**config.mk**
```make
export PLATFORM = sky130hd
export DESIGN_NAME = way_part_lru
export DESIGN_NICKNAME = d
export VERILOG_FILES = /design/src/rtl/way_part_pkg.sv /design/src/rtl/part_mask.sv /design/src/rtl/lru_victim_pick.sv /design/src/rtl/lru_age_update.sv /design/src/rtl/way_part_lru.sv
export SDC_FILE = /design/constraint.sdc
export NUM_CORES = 1
export LEC_CHECK = 0
export BUFFER_PORTS_ARGS = -buffer_cell sky130_fd_sc_hd__buf_2
export CORE_MARGIN = 2
export CORE_UTILIZATION = 35
export CTS_BUF_LIST = sky130_fd_sc_hd__clkbuf_4
export DETAILED_ROUTE_END_ITERATION = 8
export GPL_ROUTABILITY_DRIVEN = 0
export SKIP_LAST_GASP = 1
export SYNTH_ARGS = -nofsm -noshare
export SYNTH_HDL_FRONTEND = slang
export SYNTH_SLANG_ARGS = --single-unit
```
**constraint.sdc**
```tcl
create_clock -name clk -period 20.4 [get_ports clk]
set_input_delay 2.04 -clock clk [delete_from_list [all_inputs] [get_ports clk]]
set_output_delay 2.04 -clock clk [all_outputs]
set_load 0.005 [all_outputs]
```
**src/rtl/way_part_pkg.sv**
```systemverilog
package way_part_pkg;
    typedef enum logic {
        THR_PRIMARY   = 1'b0,
        THR_SECONDARY = 1'b1
    } thread_e;

    // Highest mode code with its own split; larger codes clamp to it.
    localparam int unsigned TOP_MODE = 5;
endpackage

```
**src/rtl/part_mask.sv**
```systemverilog
module part_mask
    import way_part_pkg::*;
#(
    parameter int unsigned NUM_WAYS = 8,
    parameter int unsigned MODE_W   = 3,
    parameter int unsigned MAX_MODE = TOP_MODE
) (
    input  logic [MODE_W-1:0]   mode,
    input  thread_e             thread,
    output logic [NUM_WAYS-1:0] owned
);
    localparam int unsigned CNT_W = $clog2(NUM_WAYS + 1);

    logic [MODE_W-1:0] eff_mode;
    logic [CNT_W-1:0]  pri_cnt;

    always_comb begin
        eff_mode = (mode > MODE_W'(MAX_MODE)) ? MODE_W'(MAX_MODE) : mode;
        pri_cnt  = CNT_W'(NUM_WAYS) - CNT_W'(eff_mode);
    end

    for (genvar w = 0; w < NUM_WAYS; w++) begin : g_way
        logic is_pri;
        assign is_pri   = (CNT_W'(w) < pri_cnt);
        assign owned[w] = (thread == THR_SECONDARY) ? !is_pri : is_pri;
    end
endmodule

```
**src/rtl/lru_victim_pick.sv**
```systemverilog
module lru_victim_pick #(
    parameter int unsigned NUM_WAYS = 8,
    localparam int unsigned WAY_W   = $clog2(NUM_WAYS)
) (
    input  logic [NUM_WAYS-1:0][WAY_W-1:0] ages,
    input  logic [NUM_WAYS-1:0]            cand,
    output logic [WAY_W-1:0]               victim,
    output logic                           none
);
    logic [WAY_W-1:0] best_age;
    logic             found;

    always_comb begin
        victim   = '0;
        best_age = '0;
        found    = 1'b0;
        for (int w = 0; w < NUM_WAYS; w++) begin
            if (cand[w] && (!found || ages[w] > best_age)) begin
                victim   = WAY_W'(w);
                best_age = ages[w];
                found    = 1'b1;
            end
        end
        none = !found;
    end
endmodule

```
**src/rtl/lru_age_update.sv**
```systemverilog
module lru_age_update #(
    parameter int unsigned NUM_WAYS = 8,
    localparam int unsigned WAY_W   = $clog2(NUM_WAYS)
) (
    input  logic [NUM_WAYS-1:0][WAY_W-1:0] ages_in,
    input  logic                           touch,
    input  logic [WAY_W-1:0]               touch_way,
    output logic [NUM_WAYS-1:0][WAY_W-1:0] ages_out
);
    logic [WAY_W-1:0] ref_age;
    assign ref_age = ages_in[touch_way];

    for (genvar w = 0; w < NUM_WAYS; w++) begin : g_age
        always_comb begin
            if (!touch)
                ages_out[w] = ages_in[w];
            else if (touch_way == WAY_W'(w))
                ages_out[w] = '0;
            else if (ages_in[w] < ref_age)
                ages_out[w] = ages_in[w] + 1'b1;
            else
                ages_out[w] = ages_in[w];
        end
    end
endmodule

```
**src/rtl/way_part_lru.sv**
```systemverilog
module way_part_lru
    import way_part_pkg::*;
#(
    parameter int unsigned NUM_WAYS = 8,
    parameter int unsigned NUM_SETS = 16,
    parameter int unsigned MODE_W   = 3,
    localparam int unsigned WAY_W   = $clog2(NUM_WAYS),
    localparam int unsigned SET_W   = $clog2(NUM_SETS)
) (
    input  logic              clk,
    input  logic              rst_n,
    input  logic              acc_valid,
    input  logic [SET_W-1:0]  acc_set,
    input  logic              acc_thread,
    input  logic              acc_hit,
    input  logic [WAY_W-1:0]  acc_hit_way,
    input  logic [MODE_W-1:0] part_mode,
    output logic [WAY_W-1:0]  victim_way,
    output logic              no_alloc
);
    typedef logic [NUM_WAYS-1:0][WAY_W-1:0] set_ages_t;
    typedef struct packed {
        set_ages_t [NUM_SETS-1:0] ages;
    } state_t;

    state_t              st_d, st_q;
    set_ages_t           cur_ages, new_ages;
    logic [NUM_WAYS-1:0] owner_mask;
    logic                no_owned;
    logic                do_touch;
    logic [WAY_W-1:0]    touch_way;

    assign cur_ages = st_q.ages[acc_set];

    part_mask #(.NUM_WAYS(NUM_WAYS), .MODE_W(MODE_W), .MAX_MODE(TOP_MODE)) u_mask (
        .mode   (part_mode),
        .thread (thread_e'(acc_thread)),
        .owned  (owner_mask)
    );

    lru_victim_pick #(.NUM_WAYS(NUM_WAYS)) u_pick (
        .ages   (cur_ages),
        .cand   (owner_mask),
        .victim (victim_way),
        .none   (no_owned)
    );

    always_comb begin
        no_alloc  = acc_valid && !acc_hit && no_owned;
        do_touch  = acc_valid && (acc_hit || !no_owned);
        touch_way = acc_hit ? acc_hit_way : victim_way;
    end

    lru_age_update #(.NUM_WAYS(NUM_WAYS)) u_upd (
        .ages_in   (cur_ages),
        .touch     (do_touch),
        .touch_way (touch_way),
        .ages_out  (new_ages)
    );

    always_comb begin
        st_d = st_q;
        st_d.ages[acc_set] = new_ages;
    end

    always_ff @(posedge clk) begin
        if (!rst_n) begin
            for (int s = 0; s < NUM_SETS; s++)
                for (int w = 0; w < NUM_WAYS; w++)
                    st_q.ages[s][w] <= WAY_W'(w);
        end else begin
            st_q <= st_d;
        end
    end

    // Allocating misses stay inside the requester's partition.
    assert_victim_owned_R3: assert property (@(posedge clk) disable iff (!rst_n)
        (acc_valid && !acc_hit && !no_alloc) |-> owner_mask[victim_way]);

    // Only a secondary miss in mode 0 may refuse allocation.
    assert_noalloc_mode_R7: assert property (@(posedge clk) disable iff (!rst_n)
        no_alloc |-> (acc_thread && part_mode == '0));

    assert_noalloc_hold_R7: assert property (@(posedge clk) disable iff (!rst_n)
        no_alloc |=> (st_q == $past(st_q)));

    assert_idle_hold_R8: assert property (@(posedge clk) disable iff (!rst_n)
        !acc_valid |=> (st_q == $past(st_q)));

    assert_touch_mru_R5: assert property (@(posedge clk) disable iff (!rst_n)
        do_touch |=> (st_q.ages[$past(acc_set)][$past(touch_way)] == '0));
endmodule

```
==> results of run 1 <==
final cells by class:
cell class | count | area, µm² | share of cell area (%)
timing repair buffer | 70 | 511.7 | 2.318
multi-input combinational | 1564 | 11600 | 52.54
tap | 765 | 957.2 | 4.336
clock inverter | 21 | 96.34 | 0.4364
inverter | 31 | 116.4 | 0.5271
clock buffer | 147 | 1104 | 4.999
antenna | 2 | 5.005 | 0.02267
sequential | 384 | 7687 | 34.82
path summary, 6_finish.rpt:
kind	start	to	slack [ps]	cells past startpoint
worst max-delay path	acc_set[0]	st_q[129]	3010	53
worst max register to register	st_q[77]	st_q[129]	5130	51
worst min-delay path	st_q[330]	st_q[330]	450	2
worst min register to register	st_q[330]	st_q[330]	450	2
kinds of logic after synthesis:
group                      after synthesis
AOI/OAI and AO/OA                      690
DFF                                    384
and+or+nand+nor                        694
buffers and inverters                  263
adders and majority gates               37
xor gates and xnor gates                 8
muxes                                  135
critical path, delay by kind of cell:
family,cells,cell delay [ps]
AOI/OAI and AO/OA,23,6410
and+or+nand+nor,12,2060
adders and majority gates,8,2430
muxes,5,2530
buffers and inverters,4,1420
xor gates and xnor gates,1,1000
cell usage after synthesis, drive strengths merged, types with 3 or more instances:
master	instances
o211ai	89
and2	4
o311ai	83
a31oi	26
a21boi	84
nand3b	4
or2	4
nor4	5
a311oi	5
nor2	99
and3	3
inv	30
mux2	8
a211o	4
o211a	4
a21o	7
or3	5
o31a	7
xnor2	7
nor2b	9
mux4	114
a21oi	96
nand4	17
o21a	7
buf	62
a22o	3
ha	37
o21ai	164
o221ai	4
nand2	319
a221oi	3
nand3	101
nor3	39
a41oi	17
clkbuf	170
a2111oi	6
o2111ai	16
dfxtp	384
o31ai	37
nor3b	65
a211oi	10
nand2b	11
mux2i	13
through the flow:
stage / std cells / worst slack, ps / power (mW)
after floorplan: 2211 / 4922 / 1.154
after global placement: 2814 / 2831 / 1.258
after detailed placement: 2814 / 2289 / 1.272
after CTS: 2982 / 3203 / 1.920
after global routing: 2984 / 1727 / 2.009
final: 2984 / 3005 / 1.914
power groups by stage:
stage	Clock, mW	Sequential (mW)	Combinational, mW
3_5_place_dp	0	0.802	0.470
2_1_floorplan	0	0.798	0.356
3_3_place_gp	0	0.801	0.457
4_1_cts	0.663	0.785	0.471
5_1_grt	0.703	0.788	0.518
6_report	0.648	0.786	0.480
per-layer routing:
layer | GRT usage, % | share of wire [%] | up-vias
li1 | - | - | 8267
met1 | 27.50 | 43 | 8828
met2 | 33.62 | 47 | 701
met3 | 3.739 | 7.1 | 105
met4 | 8.250 | 2.4 | 0
met5 | 0 | 0 | -
==> impl_metrics.toml, run 1 <==
[power]
vdd_drop_max_mv = 0.04280
p_sw_share_pct = 34.80
power_density_mw_per_mm2 = 86.69
combPwrFrac_pct = 25.1
p_leak_nw = 8.102
p_int_mw = 1.248
power_frac_seq_pct = 41.1
clkPwrFrac_pct = 33.8
p_switching_uw = 666.0

[timing]
fin_crit_sh_pct = 85.27
period_minus_slack_ps = 17390
worstMarginPinSlew_ps = 1254
setup_viol = 0
clock.fmax_mhz = 57.49
fin_setup_tns_ps = 0
slew_headroom_pct = 15.78
hold-worst-slack_ps = 454.7
drv_slew = 0
finalHoldViolCount = 0
grt_setup_unrepaired = "false"
fin_skew_ps = 66.87

[synth]
yosysWarnings = 0
yosysTopAreaCell = "dfxtp_1"
syn-num-nets = 2263
synth_edf_count = 0
synth.top_cell.area_share_pct = 37.80
synth-simple-area-share_pct = 16.07
synthDistinctLibCells = 92
synth_cells = 2211
seq_area_frac_synth_pct = 37.80
synth_compound_area_share_pct = 24.30
synth_xor_area_share_pct = 0.3446
syn_area_per_cell_um2 = 9.197
syn-cell-area_mm2 = 0.02033
ys_ff_latch = 384
yosys-mux-area-fraction_pct = 13.73
synth_area_leaders = "dfxtp_1 (38%), mux4_2 (13%), nand2_1 (5.9%), o21ai_0 (3.7%), o211ai_1 (3.2%)"
synthArstFlopShare_pct = 0
synth_top_family_by_area = "compound AO/OA/AOI/OAI gates"
ys.flop_type = "dfxtp_1"
synth_fa_ha_area_share_pct = 2.277

[setup_path]
crit_path_max_fanout = 50
worstSetupPathType = "in -> reg"
crit_slowest_cell = "xnor2_1"
start_kind = "input port"
endpoint_kind = "register"
required_ps = 21050
path_common_cell = "ha_1"
cp.arrival_ps = 18050
slowest_delay_ps = 1000

[floorplanning]
pin_count = 19
fp-row-count = 88
initial_core_util_pct = 35.31
core_area_mm2 = 0.05759
die_h_um = 245.0
fp.dieArea_mm2 = 0.06004
die_x_um = 245.0

[grt]
track_usage_pct = 20.81
grt_pass1_vias = 17200
grt_max_degree = 293
grt_pass1_wl_mm = 98.36
antenna_found_initial = 1
overflow = 0

[final_layout]
fillers = 5742
final_area_mm2 = 0.02208
layout_commonest_cell = "dfxtp_1"
drive_gt1_share_pct = 18.18
area_growth_pct = 8.571
largest_reg_flops = 384
nets = 2202
final_cell_mix = "dfxtp_1 (384), nand2_1 (316), o21ai_0 (150)"
finish.utilization_pct = 38.34
regMostFlops = "st_q"
reg_top3 = "st_q: 384 flops"

[detailed_routing]
drt_pre_antenna_iters = 5
detail-route-antenna-nets = 0
vias = 17900
drc = 0
vias_per_cell = 5.999
wire_per_inst_um = 21.23
wirelength_mm = 63.35
drtIter0Drc = 2029

[clock_tree]
cts_max_path_buffers = 3
clock-sinks = 384
clk_pin_slew_worst_paths_ps = 70
cts_made_buffers = 99
cts_root_buffer = "clkbuf_4"
cts_setup_buffers = 0
cts_tree = "built"
cts_hold_buf = 0
cts.repair.resized = 0
htree_levels = 3
insertion_delay_ps = 880

[placed_design]
dp_hpwl_mm = 39.34
numPortBuffers = 18
placed_cell_area_mm2 = 0.02087

[min_path]
min-delay-path-class = "reg -> reg"

[outcome]
status = "completed"

[flow_run]
max_cap_violations = 0
(Power assumes the default switching activity.)
==> run 2, diff against run 1 <==
ABC_AREA = 1   (was not set)
CORE_MARGIN = 1   (was 2)
==> run 2 against run 1 <==
Worst hold slack gained 14 ps. Via count grew 7.2%. Synthesized area shrank 4.9%. Clock skew shrank 1.5 ps. Power grew 14%. Core utilization grew 0.15 points. Cell count grew 11%. Sequential cell count is the same. Largest cell class unchanged.
==> impl_metrics.toml, run 2 <==
[detailed_routing]
wire_per_inst_um = 20.66
wirelength_mm = 68.35
vias = 19190
drt_pre_antenna_iters = 8
detail-route-antenna-nets = 0
vias_per_cell = 5.798
drc = 0
drtIter0Drc = 2095

[synth]
synth_compound_area_share_pct = 25.40
yosysMostFrequentCell = "nand2_1"
synth_fa_ha_area_share_pct = 2.393
synth_area_leaders = "dfxtp_1 (40%), nand2_1 (10%), a21oi_1 (8.9%), a22oi_1 (6.2%), nand3_1 (5.1%)"
synth_edf_count = 0
syn_area_per_cell_um2 = 7.448
synth_cells = 2597
syn-cell-area_mm2 = 0.01934
ys.flop_type = "dfxtp_1"
synthArstFlopShare_pct = 0
yosysWarnings = 0
synth_top_family_by_area = "compound AO/OA/AOI/OAI gates"
yosys-mux-area-fraction_pct = 0
synth_common_cells = "nand2_1 (535), dfxtp_1 (384), a21oi_1 (345)"
synthDistinctLibCells = 46
synth-simple-area-share_pct = 22.78
synth.top_cell.area_share_pct = 39.74
yosysTopAreaCell = "dfxtp_1"
synth_xor_area_share_pct = 0.2329
ys_ff_latch = 384
syn-num-nets = 2649
seq_area_frac_synth_pct = 39.74

[final_layout]
seq_area_mm2 = 0.007687
nets = 2602
final_area_mm2 = 0.02088
regMostFlops = "st_q"
fillers = 5622
largest_reg_flops = 384
final_cell_mix = "nand2_1 (535), dfxtp_1 (384), a21oi_1 (345)"
drive_gt1_share_pct = 15.01
layout_commonest_cell = "nand2_1"
multi_input_area_mm2 = 0.009941
area_growth_pct = 7.937
reg_top3 = "st_q: 384 flops"

[timing]
finalHoldViolCount = 0
grt_setup_unrepaired = "false"
setup_viol = 0
fin_setup_tns_ps = 0
drv_slew = 0
period_minus_slack_ps = 14220
fin_skew_ps = 65.32
clock.fmax_mhz = 70.32
fin_crit_sh_pct = 69.71
slew_headroom_pct = 18.19
worstMarginPinSlew_ps = 1220

[setup_path]
start_kind = "input port"
crit_path_max_fanout = 28
required_ps = 21140
endpoint_kind = "register"
slowest_delay_ps = 680
crit_slowest_cell = "o32ai_1"
worstSetupPathType = "in -> reg"
cp.arrival_ps = 14960
path_common_cell = "nand2_1"

[grt]
grt_pass1_vias = 18020
grt_pass1_wl_mm = 104.7
overflow = 0
grt_max_degree = 129
antenna_found_initial = 1
track_usage_pct = 23.97

[clock_tree]
cts_root_buffer = "clkbuf_4"
cts_tree = "built"
insertion_delay_ps = 880
cts_hold_buf = 0
clock-sinks = 384
cts_setup_buffers = 0
htree_levels = 3
cts.repair.resized = 0
cts_max_path_buffers = 3
cts_made_buffers = 101
clk_pin_slew_worst_paths_ps = 60

[outcome]
status = "completed"

[placed_design]
placed_cell_area_mm2 = 0.01968
numPortBuffers = 18
dp_hpwl_mm = 38.30

[floorplanning]
core_area_mm2 = 0.05424
fp-row-count = 85
pin_count = 19
die_x_um = 237.1
initial_core_util_pct = 35.66
fp.dieArea_mm2 = 0.05621
die_h_um = 237.1

[power]
p_int_mw = 1.306
clkPwrFrac_pct = 29.8
power_frac_seq_pct = 36.3
combPwrFrac_pct = 33.9
vdd_drop_max_mv = 0.04488
p_sw_share_pct = 40.07
power_density_mw_per_mm2 = 104.4
p_leak_nw = 8.291
p_switching_uw = 873.3

[min_path]
min-delay-path-class = "reg -> reg"

[flow_run]
max_cap_violations = 0
## run 2: changes by cell type after synthesis, sizes merged, moves of 71 or more
cell and change:
nand3 +116, a21oi +307, inv +171, nand4 +71, mux4 -114, a21boi -84
o311ai -83, nand2 +247, a22oi +160, o211ai -88
## run 2: layer usage
layer	routed length (µm)	global-route usage (%)	share of wire (%)	vias to the layer above
met1	28760	31.25	42	9180
met3	6251	4.826	9.1	172
li1	-	-	-	8886
met4	2363	10.60	3.5	0
met2	30980	38.23	45	949
met5	0	0	0	-
## run 2: path summary, 6_finish.rpt
path / to / slack, ps / cells past startpoint / start
worst min-delay path: st_q[10] / 470 / 2 / st_q[10]
worst max register to register: st_q[111] / 8560 / 72 / st_q[100]
worst min register to register: st_q[10] / 470 / 2 / st_q[10]
worst max-delay path: st_q[111] / 6180 / 78 / acc_set[0]
## run 2: final cells by class
type | count | share of cell area (%)
Timing Repair Buffer | 53 | 1.690
Clock inverter | 25 | 0.6712
Sequential cell | 384 | 36.82
Inverter | 219 | 3.985
Clock buffer | 140 | 5.034
Multi-Input combinational cell | 1791 | 47.61
Antenna cell | 1 | 0.01199
Tap cell | 696 | 4.171
## run 2: kinds of logic after synthesis
group                    after synthesis
AO/OA/AOI/OAI                        816
AND/OR/NAND/NOR                      935
XOR/XNOR                               3
buffers and inverters                422
flip-flops                           384
adder cells (fa/ha/maj)               37
## run 2: power by group through the flow
stage | clock (mW) | combinational [mW] | sequential (mW)
final | 0.649 | 0.739 | 0.792
after global routing | 0.707 | 0.805 | 0.794
after CTS | 0.663 | 0.725 | 0.791
after detailed placement | 0 | 0.722 | 0.808
after global placement | 0 | 0.705 | 0.807
after floorplan | 0 | 0.587 | 0.805
## run 2: critical path: cells and delay by family
kind	cells	cell delay, ps
AO/OA/AOI/OAI	16	3150
AND/OR/NAND/NOR	41	4690
adder cells (fa/ha/maj)	8	2410
buffers and inverters	13	2600
## run 2: per-stage QoR
step	instances	setup slack [ps]	util (%)	hold slack, ps	total power, mW
5_1_grt	3309	4892	38.49	488.4	2.307
6_report	3309	6178	38.49	468.4	2.179
4_1_cts	3308	6442	38.49	470.3	2.179
2_1_floorplan	2597	8337	-	441.4	1.392
3_3_place_gp	3143	5962	36.29	450.2	1.512
3_5_place_dp	3143	5608	36.29	454.9	1.530
